--- src/rtl/cdc_regs_pkg.sv ---
// Package: shared constants, register kinds and reset values for the
// indexed codec register file. Assumes slot and entry numbers are small
// non-negative integers.
package cdc_regs_pkg;

    // Direct slot roles
    localparam int INDEX_SLOT  = 0;
    localparam int WINDOW_SLOT = 1;
    localparam int LOCKED_SLOT = 2;
    localparam int CTRL_SLOT   = 4;

    // Indirect entry roles
    localparam int WO_ENTRY    = 3;
    localparam int RO_ENTRY    = 11;
    localparam int VER_ENTRY   = 12;
    localparam int CHIP_ENTRY  = 25;

    // Fixed values and masks
    localparam logic [7:0] CODEC_VER    = 8'h8A;
    localparam logic [7:0] CHIP_VER     = 8'hA0;
    localparam logic [7:0] VER_KEEP     = 8'h40;
    localparam int         CTRL_KEEP_W  = 7;

    typedef enum logic [1:0] {
        SK_PLAIN,
        SK_WINDOW,
        SK_LOCKED,
        SK_CTRL
    } slot_kind_e;

    typedef enum logic [1:0] {
        EK_PLAIN,
        EK_RO,
        EK_VER
    } entry_kind_e;

    // Role of a direct slot
    function automatic slot_kind_e slot_kind(input int i);
        if (i == WINDOW_SLOT) return SK_WINDOW;
        if (i == LOCKED_SLOT) return SK_LOCKED;
        if (i == CTRL_SLOT)   return SK_CTRL;
        return SK_PLAIN;
    endfunction

    // Role of an indirect entry
    function automatic entry_kind_e entry_kind(input int i);
        if (i == RO_ENTRY || i == CHIP_ENTRY) return EK_RO;
        if (i == VER_ENTRY)                   return EK_VER;
        return EK_PLAIN;
    endfunction

    // Power-up value of an indirect entry
    function automatic logic [7:0] entry_reset(input int i);
        if (i == VER_ENTRY)  return CODEC_VER;
        if (i == CHIP_ENTRY) return CHIP_VER;
        return 8'h00;
    endfunction

endpackage

--- src/rtl/cdc_access_decode.sv ---
// Access decoder: turns the byte address and write strobe into a slot
// number, a one-hot direct write vector, a window write strobe and the
// soft-reset request. Assumes the address is in bytes with 4-byte slots.
module cdc_access_decode #(
    parameter int NUM_SLOTS = 16,
    parameter int DATA_W    = 32,
    localparam int SLOT_W   = $clog2(NUM_SLOTS),
    localparam int ADDR_W   = SLOT_W + 2
) (
    input  logic [ADDR_W-1:0]    addr,
    input  logic                 we,
    input  logic                 wdata_lsb,
    output logic [SLOT_W-1:0]    slot,
    output logic [NUM_SLOTS-1:0] slot_wr,
    output logic                 win_wr,
    output logic                 soft_rst
);
    import cdc_regs_pkg::*;

    logic [1:0] lane_unused;

    // Byte lane bits carry no meaning for word-wide slots
    assign lane_unused = addr[1:0];
    assign slot        = addr[ADDR_W-1:2];

    // One write strobe per direct slot
    for (genvar i = 0; i < NUM_SLOTS; i++) begin : g_wr
        assign slot_wr[i] = we && (slot == SLOT_W'(i));
    end

    // Window write and soft-reset request
    always_comb begin
        win_wr   = slot_wr[WINDOW_SLOT];
        soft_rst = slot_wr[CTRL_SLOT] && wdata_lsb;
    end

endmodule

--- src/rtl/cdc_direct_bank.sv ---
// Direct slot bank: one 32-bit register per storing slot. The window and
// locked slots keep no storage and read as zero here. The control slot
// keeps the low bits of its write data, and its own write wins over the
// soft reset that same write raises. Assumes at most one slot is written
// per cycle.
module cdc_direct_bank #(
    parameter int NUM_SLOTS = 16,
    parameter int DATA_W    = 32
) (
    input  logic                              clk,
    input  logic                              rst_n,
    input  logic                              soft_rst,
    input  logic [NUM_SLOTS-1:0]              slot_wr,
    input  logic [DATA_W-1:0]                 wdata,
    output logic [NUM_SLOTS-1:0][DATA_W-1:0]  dir_q
);
    import cdc_regs_pkg::*;

    for (genvar i = 0; i < NUM_SLOTS; i++) begin : g_slot
        if (slot_kind(i) == SK_CTRL) begin : g_ctrl
            logic [DATA_W-1:0] q;
            // Control slot: masked write has priority over the clear
            always_ff @(posedge clk) begin
                if (!rst_n)
                    q <= '0;
                else if (slot_wr[i])
                    q <= {{(DATA_W-CTRL_KEEP_W){1'b0}}, wdata[CTRL_KEEP_W-1:0]};
                else if (soft_rst)
                    q <= '0;
            end
            assign dir_q[i] = q;
        end else if (slot_kind(i) == SK_PLAIN) begin : g_plain
            logic [DATA_W-1:0] q;
            // Plain slot: full-width store, cleared by either reset
            always_ff @(posedge clk) begin
                if (!rst_n || soft_rst)
                    q <= '0;
                else if (slot_wr[i])
                    q <= wdata;
            end
            assign dir_q[i] = q;
        end else begin : g_none
            // Window and locked slots hold nothing of their own
            assign dir_q[i] = '0;
        end
    end

endmodule

--- src/rtl/cdc_indirect_bank.sv ---
// Indirect entry bank: 8-bit entries reached through the window slot.
// Read-only entries are constants equal to their power-up value. The
// version entry keeps one writable bit and fixed version bits. Assumes
// the index is already bounded to the entry count.
module cdc_indirect_bank #(
    parameter int NUM_IND = 32,
    parameter int IND_W   = 8,
    localparam int IDX_W  = $clog2(NUM_IND)
) (
    input  logic                           clk,
    input  logic                           rst_n,
    input  logic                           soft_rst,
    input  logic                           win_wr,
    input  logic [IDX_W-1:0]               idx,
    input  logic [IND_W-1:0]               wdata,
    output logic [NUM_IND-1:0][IND_W-1:0]  ind_q
);
    import cdc_regs_pkg::*;

    for (genvar i = 0; i < NUM_IND; i++) begin : g_ent
        localparam logic [IND_W-1:0] RST_V = IND_W'(entry_reset(i));
        logic hit;
        assign hit = win_wr && (idx == IDX_W'(i));

        if (entry_kind(i) == EK_RO) begin : g_ro
            logic hit_unused;
            // Read-only entry: window writes are dropped
            assign hit_unused = hit;
            assign ind_q[i]   = RST_V;
        end else if (entry_kind(i) == EK_VER) begin : g_ver
            logic [IND_W-1:0] q;
            // Version entry: keep one bit, force the version code
            always_ff @(posedge clk) begin
                if (!rst_n || soft_rst)
                    q <= RST_V;
                else if (hit)
                    q <= (wdata & IND_W'(VER_KEEP)) | IND_W'(CODEC_VER);
            end
            assign ind_q[i] = q;
        end else begin : g_plain
            logic [IND_W-1:0] q;
            // Ordinary entry: store the low data byte
            always_ff @(posedge clk) begin
                if (!rst_n || soft_rst)
                    q <= RST_V;
                else if (hit)
                    q <= wdata;
            end
            assign ind_q[i] = q;
        end
    end

endmodule

--- src/rtl/cdc_read_mux.sv ---
// Read path: returns the addressed direct slot, or for the window slot
// the selected indirect entry, zero-extended. The write-only entry reads
// as zero. Purely combinational.
module cdc_read_mux #(
    parameter int NUM_SLOTS = 16,
    parameter int DATA_W    = 32,
    parameter int NUM_IND   = 32,
    parameter int IND_W     = 8,
    localparam int SLOT_W   = $clog2(NUM_SLOTS),
    localparam int IDX_W    = $clog2(NUM_IND)
) (
    input  logic [SLOT_W-1:0]                slot,
    input  logic [IDX_W-1:0]                 idx,
    input  logic [NUM_SLOTS-1:0][DATA_W-1:0] dir_q,
    input  logic [NUM_IND-1:0][IND_W-1:0]    ind_q,
    output logic [DATA_W-1:0]                rdata
);
    import cdc_regs_pkg::*;

    logic [IND_W-1:0] win_val;

    // Window value with the write-only entry hidden
    always_comb begin
        if (idx == IDX_W'(WO_ENTRY))
            win_val = '0;
        else
            win_val = ind_q[idx];
    end

    // Final read selection
    always_comb begin
        if (slot == SLOT_W'(WINDOW_SLOT))
            rdata = {{(DATA_W-IND_W){1'b0}}, win_val};
        else
            rdata = dir_q[slot];
    end

endmodule

--- src/rtl/codec_regfile.sv ---
// Top of the indexed codec register file. Wires the decoder, both
// register banks and the read path. The window index comes from the low
// bits of the index slot. The interrupt output is tied low. Assumes a
// single host issuing at most one access per cycle.
module codec_regfile #(
    parameter int NUM_SLOTS = 16,
    parameter int DATA_W    = 32,
    parameter int NUM_IND   = 32,
    parameter int IND_W     = 8,
    localparam int SLOT_W   = $clog2(NUM_SLOTS),
    localparam int ADDR_W   = SLOT_W + 2,
    localparam int IDX_W    = $clog2(NUM_IND)
) (
    input  logic              clk,
    input  logic              rst_n,
    input  logic [ADDR_W-1:0] bus_addr,
    input  logic              bus_we,
    input  logic [DATA_W-1:0] bus_wdata,
    output logic [DATA_W-1:0] bus_rdata,
    output logic              irq_out
);
    import cdc_regs_pkg::*;

    logic [SLOT_W-1:0]                slot;
    logic [NUM_SLOTS-1:0]             slot_wr;
    logic                             win_wr;
    logic                             soft_rst;
    logic [IDX_W-1:0]                 win_idx;
    logic [NUM_SLOTS-1:0][DATA_W-1:0] dir_q;
    logic [NUM_IND-1:0][IND_W-1:0]    ind_q;

    cdc_access_decode #(.NUM_SLOTS(NUM_SLOTS), .DATA_W(DATA_W)) dec_i (
        .addr      (bus_addr),
        .we        (bus_we),
        .wdata_lsb (bus_wdata[0]),
        .slot      (slot),
        .slot_wr   (slot_wr),
        .win_wr    (win_wr),
        .soft_rst  (soft_rst)
    );

    cdc_direct_bank #(.NUM_SLOTS(NUM_SLOTS), .DATA_W(DATA_W)) dir_i (
        .clk      (clk),
        .rst_n    (rst_n),
        .soft_rst (soft_rst),
        .slot_wr  (slot_wr),
        .wdata    (bus_wdata),
        .dir_q    (dir_q)
    );

    // Window index taken from the index slot
    assign win_idx = dir_q[INDEX_SLOT][IDX_W-1:0];

    cdc_indirect_bank #(.NUM_IND(NUM_IND), .IND_W(IND_W)) ind_i (
        .clk      (clk),
        .rst_n    (rst_n),
        .soft_rst (soft_rst),
        .win_wr   (win_wr),
        .idx      (win_idx),
        .wdata    (bus_wdata[IND_W-1:0]),
        .ind_q    (ind_q)
    );

    cdc_read_mux #(
        .NUM_SLOTS (NUM_SLOTS),
        .DATA_W    (DATA_W),
        .NUM_IND   (NUM_IND),
        .IND_W     (IND_W)
    ) rd_i (
        .slot  (slot),
        .idx   (win_idx),
        .dir_q (dir_q),
        .ind_q (ind_q),
        .rdata (bus_rdata)
    );

    // No interrupt source lives in this block
    assign irq_out = 1'b0;

endmodule

--- config.mk ---
export PLATFORM = sky130hd
export DESIGN_NAME = codec_regfile
export DESIGN_NICKNAME = d
export VERILOG_FILES = /design/src/rtl/cdc_regs_pkg.sv /design/src/rtl/cdc_access_decode.sv /design/src/rtl/cdc_direct_bank.sv /design/src/rtl/cdc_indirect_bank.sv /design/src/rtl/cdc_read_mux.sv /design/src/rtl/codec_regfile.sv
export SDC_FILE = /design/constraint.sdc
export NUM_CORES = 2
export LEC_CHECK = 0
export BUFFER_PORTS_ARGS = -buffer_cell sky130_fd_sc_hd__buf_2
export CORE_MARGIN = 1.5
export CORE_UTILIZATION = 60
export CTS_BUF_LIST = sky130_fd_sc_hd__clkbuf_8
export DETAILED_ROUTE_END_ITERATION = 7
export PLACE_DENSITY_LB_ADDON = 0.3
export SLEW_MARGIN = 30
export SYNTH_ARGS = -nofsm -noshare
export SYNTH_HDL_FRONTEND = slang
export SYNTH_SLANG_ARGS = --single-unit
--- constraint.sdc ---
create_clock -name clk -period 3.16 [get_ports clk]
set_clock_uncertainty 0.2 [all_clocks]
set_input_delay 0.158 -clock clk [delete_from_list [all_inputs] [get_ports clk]]
set_output_delay 0.158 -clock clk [all_outputs]
set_load 0.05 [all_outputs]
* After elaboration in Yosys (flattened, before gate mapping)
Cells that the tools add are included.
Storage, ports and cells: register bits 656, latch bits 0, memory bits (writable) 0, bits in read-only memories 0, logic and storage cells 148, memories kept 0
Operators by class: add/subtract/negate cells 0, multiply operators 0, divide/modulo/power cells 0, $lt $le $gt $ge 2, equal/unequal tests 43, shifts and indexed selects 0, mux-type cells 8, bitwise gates (word level) 0, reduce and logical (&&, ||, !) cells 51
Operators by type and width (number):
- $bmux W32 S4 | 1
- $eq A5 B5 Y1 const B | 15
- $mux W32 | 2
- $logic_and A1 B1 Y1 | 46
- $bmux W8 S5 | 1
- $eq A5 B4 Y1 const B | 7
- $eq A4 B4 Y1 const B | 8
- $eq A5 B3 Y1 const B | 4
- $eq A4 B3 Y1 const B | 4
- $mux W8 | 2
- $mux W7 | 2
- $eq A5 B2 Y1 const B | 2
- $lt A5 B6 Y1 const B | 1
- $eq A5 B1 Y1 const B | 1
- $logic_not A5 Y1 | 1
- $lt A4 B5 Y1 const B | 1
- $eq A4 B1 Y1 const B | 1
- $eq A4 B2 Y1 const B | 1
- $logic_not A4 Y1 | 1
- $reduce_bool A2 Y1 | 1
- $logic_not A1 Y1 | 1
- $logic_or A1 B1 Y1 | 1

* Logic depth before layout (Yosys ltp)
depth in word-level cells 5, gate-level depth with buffers 9, mapped depth without buffers 5

* By module
Synthesis repeated with hierarchy kept, for this count alone.
Unflattened totals: cell total of the unflattened synthesis 2773, area total of the unflattened synthesis 31391.4 sq um
By module, submodules not included:
- cdc_direct_bank | times used 1, cells an instance 1500, area an instance 16398.2 sq um
- cdc_indirect_bank | times used 1, cells an instance 835, area an instance 8702.1 sq um
- cdc_read_mux | times used 1, cells an instance 407, area an instance 6109.6 sq um
- cdc_access_decode | times used 1, cells an instance 29, area an instance 170.2 sq um
- codec_regfile | times used 1, cells an instance 2, area an instance 11.3 sq um

* Worst setup path after synthesis
OpenSTA, ideal clock, no wires.
path type reg2out, from register dir_i.g_slot[0].g_plain.q[1], to output bus_rdata[4], arrival 2.775 ns, required time 2.802 ns, setup slack 0.027 ns, cell stages (with the launch flop) 9, path buffers 3, path through dfxtp_1 > buf_2 > buf_2 > buf_2 > mux2i_1 > o32ai_1 > a21oi_1 > and4_1 > o31ai_1
On the way: longest elaborated chain between the ends 4, elaborated cells on any way between the ends 5, classes of those cells 1 x eq/ne; 4 x mux
Ends and longest elaborated chain:
- start: declaration | RTL line cdc_direct_bank.sv:33 | logic [DATA_W-1:0] q;
- start signal: assignment | RTL line cdc_direct_bank.sv:39 | q <= wdata;
- $bmux W8 S5 | RTL line cdc_read_mux.sv:27 | win_val = ind_q[idx];
- $mux W8 (not written as such) | RTL line cdc_read_mux.sv:27
- $mux W8 (*) | RTL line cdc_read_mux.sv:24 | if (idx == IDX_W'(WO_ENTRY))
- $mux W32 (*) | RTL line cdc_read_mux.sv:32 | if (slot == SLOT_W'(WINDOW_SLOT))
- end: declaration | RTL line codec_regfile.sv:19 | output logic [DATA_W-1:0] bus_rdata,
Mark *: on every way between the ends. The rest lies on a longest branch, timed or not. The select of a mux whose other input is x is not followed.

* Final worst setup path
from register dir_i.g_slot[0].g_plain.q[0], to output bus_rdata[5]
Same word-level chain as after synthesis.

==> results.cfg <==
[clock_network]
clk-insertion-delay-late_ns = 0.70
cts-root-buf = clkbuf_8
cts_buffers = 106
clkSinkCount = 656
clk_pin_slew_ns = 0.06
cts_max_path_buffers = 3
cts_tree = yes
cts_htree_levels = 3

[power_and_ir_drop]
p_switching_uw = 4139
power.total_uw = 16650
powerDensity_nw_per_um2 = 509.2
seqPwrFrac_pct = 50.3
power.share.clock_pct = 43.7
power_frac_comb_pct = 6.0
leakage_uw = 0.01123
switching_share_pct = 24.85
peakVddDrop_uv = 681.5
cellInternalPower_uw = 12520

[timing]
grt_setup_unrepaired = yes
hold_viol_final = 0
final_max_slew_viol_count = 0
period_minus_slack_ns = 3.259
max_freq_mhz = 306.9
worst_pin_slew_ns = 1.037
finalWorstSetupSlack_ns = -0.09853
setup_violations = 5
max-slew-margin-rel_pct = 30.84
post-route-period-util_pct = 103.1

[grt]
grt_pass1_wl_mm = 136.3
grt_max_degree = 125
grt_use_total_pct = 34.97
grt_pass1_vias = 25550
globalRouteOverflowTotal = 0
antenna_found_initial = 3

[synthesis]
yosysSeqAreaShare_pct = 45.95
synthTopCellsByArea = dfxtp_1 46%, nand2_1 14%, mux4_2 11%, a21oi_1 10%, mux2i_1 4.0%
synth_top_area_cell = dfxtp_1
syn-cell-area_um2 = 28580
synth.avg_cell_area_um2 = 8.565
yosys-top-cells-count = 1,072 x nand2_1, 656 x dfxtp_1, 576 x a21oi_1, 197 x clkbuf_1, 136 x mux4_2
ys.warnings.count = 0
ys_types = 61
ys.flop_type = dfxtp_1
synth_edf_count = 0
synth_top_area_share_pct = 45.95
ys_async_sr_fraction_pct = 0
ys_seq_elements = 656
synth_nets = 3378
synthMostInstantiatedCell = nand2_1
syn_inst = 3337

[status]
status = complete, but fails checks
violations = negative setup slack

[critical_path]
crit_path_start_kind = register
crit_buf_inv = 2
crit_arrival_ns = 2.90
critPathLaunch = dir_i.g_slot[0].g_plain.q[0]
path_class = register to primary output
cp_max_fo = 13
rrSetupSlack_ns = 0.51
slowest_stage = nor3b_1
r2r-end = ind_i.g_ent[22].g_plain.q[5]
path_depth = 7
endpoint = bus_rdata[5]
critPathRequiredTime_ns = 2.80
r2r_cells = 4
crit_path_cell_trace = buf_4, nor3b_1, a32oi_1, nand2_1, a221oi_2, o31ai_4, buf_6
path_delay_family = simple AND/OR/NAND/NOR gates
endpoint_kind = primary output
r2r_start = dir_i.g_slot[0].g_plain.q[4]
max_stage_delay_ns = 0.77

[route]
finalWirelength_mm = 87.38
remaining_drc_errors = 0
wl_per_cell_um = 21.49
vias = 25630
drt-pass1-iter-count = 6
viasPerCell = 6.304
initialDrtViolationCount = 2904
ant_nets = 0

[floorplan]
num_rows = 79
dieArea_um2 = 48950
start_util_pct = 61.13
core_um2 = 46750
fp.dieW_um = 221.3
io_pins = 74
die_h_um = 221.3

[place]
pre_cts_ws_ns = 0.3029
io_buffers = 70
routabilityCongestion = 0.9120
dp_hpwl_mm = 52.73
placed_cells = 3816

[job]
max_cap_viol_count = 0

[min_path]
hold_class = input pin to register

[finish]
nFillCells = 3461
nets = 3416
fin_cells = 4065
drive_above_1_share_pct = 17.77
area_growth_pct = 14.44
[how the worst min path moves through the flow]
stage / startpoint / to / slack (ns) / cells after the start
4_1_cts: bus_addr[3] / dir_i.g_slot[4].g_ctrl.q[4] / 0.05 / 5
2_1_floorplan: bus_wdata[12] / dir_i.g_slot[14].g_plain.q[12] / 0.09 / 2
5_1_grt: bus_addr[3] / dir_i.g_slot[0].g_plain.q[0] / 0.08 / 5
3_5_place_dp: dir_i.g_slot[10].g_plain.q[17] / dir_i.g_slot[10].g_plain.q[17] / 0.24 / 2
3_3_place_gp: ind_i.g_ent[14].g_plain.q[3] / ind_i.g_ent[14].g_plain.q[3] / 0.23 / 2
6_report: bus_addr[3] / dir_i.g_slot[0].g_plain.q[23] / 0.09 / 5
[cell type report]
class                      instances  area [um^2]  area share [%]
multi-input combinational       2356        14390           44.00
clock inverter                    55        294.0          0.8989
tap                              607        759.5           2.322
antenna                            3        7.507         0.02295
sequential                       656        13150           40.19
inverter                           6        22.52         0.06885
timing repair buffer             249         2258           6.905
clock buffer                     133         1831           5.596
[cell families (layout without fill, tap and decap cells)]
group,after synthesis,after routing,synth area share [%]
multiplexers,289,289,16.25
flip-flops,656,656,45.95
buffers and inverters,325,443,4.776
other,1,4,0.01312
AND/OR/NAND/NOR,1302,1302,18.22
AO/OA/AOI/OAI,764,764,14.80
[tightest hold or removal path, stage by stage]
cell     delay [ns]
buf_4          0.30
nor3_2         0.09
buf_4          0.24
nand2_1        0.10
a21oi_1        0.05
[repair_timing]
| action | 4_1_cts | 5_1_grt |
|---|---|---|
| hold buffers | 35 | 0 |
| buffers inserted | 18 | 2 |
| hold endpoints to repair | 577 | 0 |
| cloned | 1 | 1 |
| pin swaps | 11 | 8 |
| setup endpoints to repair | 8 | 8 |
| gates resized for setup | 49 | 25 |
[stage by stage]
| step | TNS, ns | hold WS (ns) | util, % | instance area, um^2 |
|---|---|---|---|---|
| final | -0.2367 | 0.08675 | 69.96 | 32710 |
| after global routing | -0.5146 | 0.07928 | 69.95 | 32700 |
| after CTS | -0.1357 | 0.05035 | 69.60 | 32540 |
| after detailed placement | 0 | 0.2431 | 63.40 | 29640 |
| after global placement | 0 | 0.2347 | 63.34 | 29610 |
| after floorplan | 0 | 0.09396 | - | 28580 |
[power by group through the flow]
stage | clock, uW | combinational (uW) | sequential (uW)
finish | 7270 | 1000 | 8380
global route | 7710 | 1050 | 8380
CTS | 7310 | 968 | 8380
detailed placement | 0 | 911 | 8560
global placement | 0 | 887 | 8550
floorplan | 0 | 617 | 8540
[cells in the final DEF (no fill, tap or decap), drive strengths merged, types with 3 or more instances in the layout]
master	n
clkbuf	133
dfxtp	656
nand2	1072
and3	4
inv	44
mux2i	113
a22o	59
mux4	136
a22oi	6
nor2b	13
buf	213
and2	4
o21ai	71
o22ai	3
o31ai	5
nor3	19
nand3	55
a211oi	3
clkinv	14
a31o	3
a2111oi	3
a221oi	6
or2	3
dlygate4sd3	35
o211ai	3
a32oi	4
nor2	112
a21oi	576
mux2	40
o2111ai	3
nand2b	8
diode	3
[per-layer routing]
| layer | wire, um | global-route usage (%) |
|---|---|---|
| met2 | 41750 | 58.50 |
| met3 | 9040 | 7.662 |
| met1 | 31920 | 42.28 |
| met5 | 23 | 0 |
| met4 | 4638 | 18.51 |
[sequential cells by signal, summed over array words and instances (netlist names)]
name and flops:
dir_i.g_slot.g_ctrl.q 7, dir_i.g_slot.g_plain.q 416, ind_i.g_ent.g_plain.q 232, ind_i.g_ent.g_ver.q 1
(Power assumes the default switching activity.)
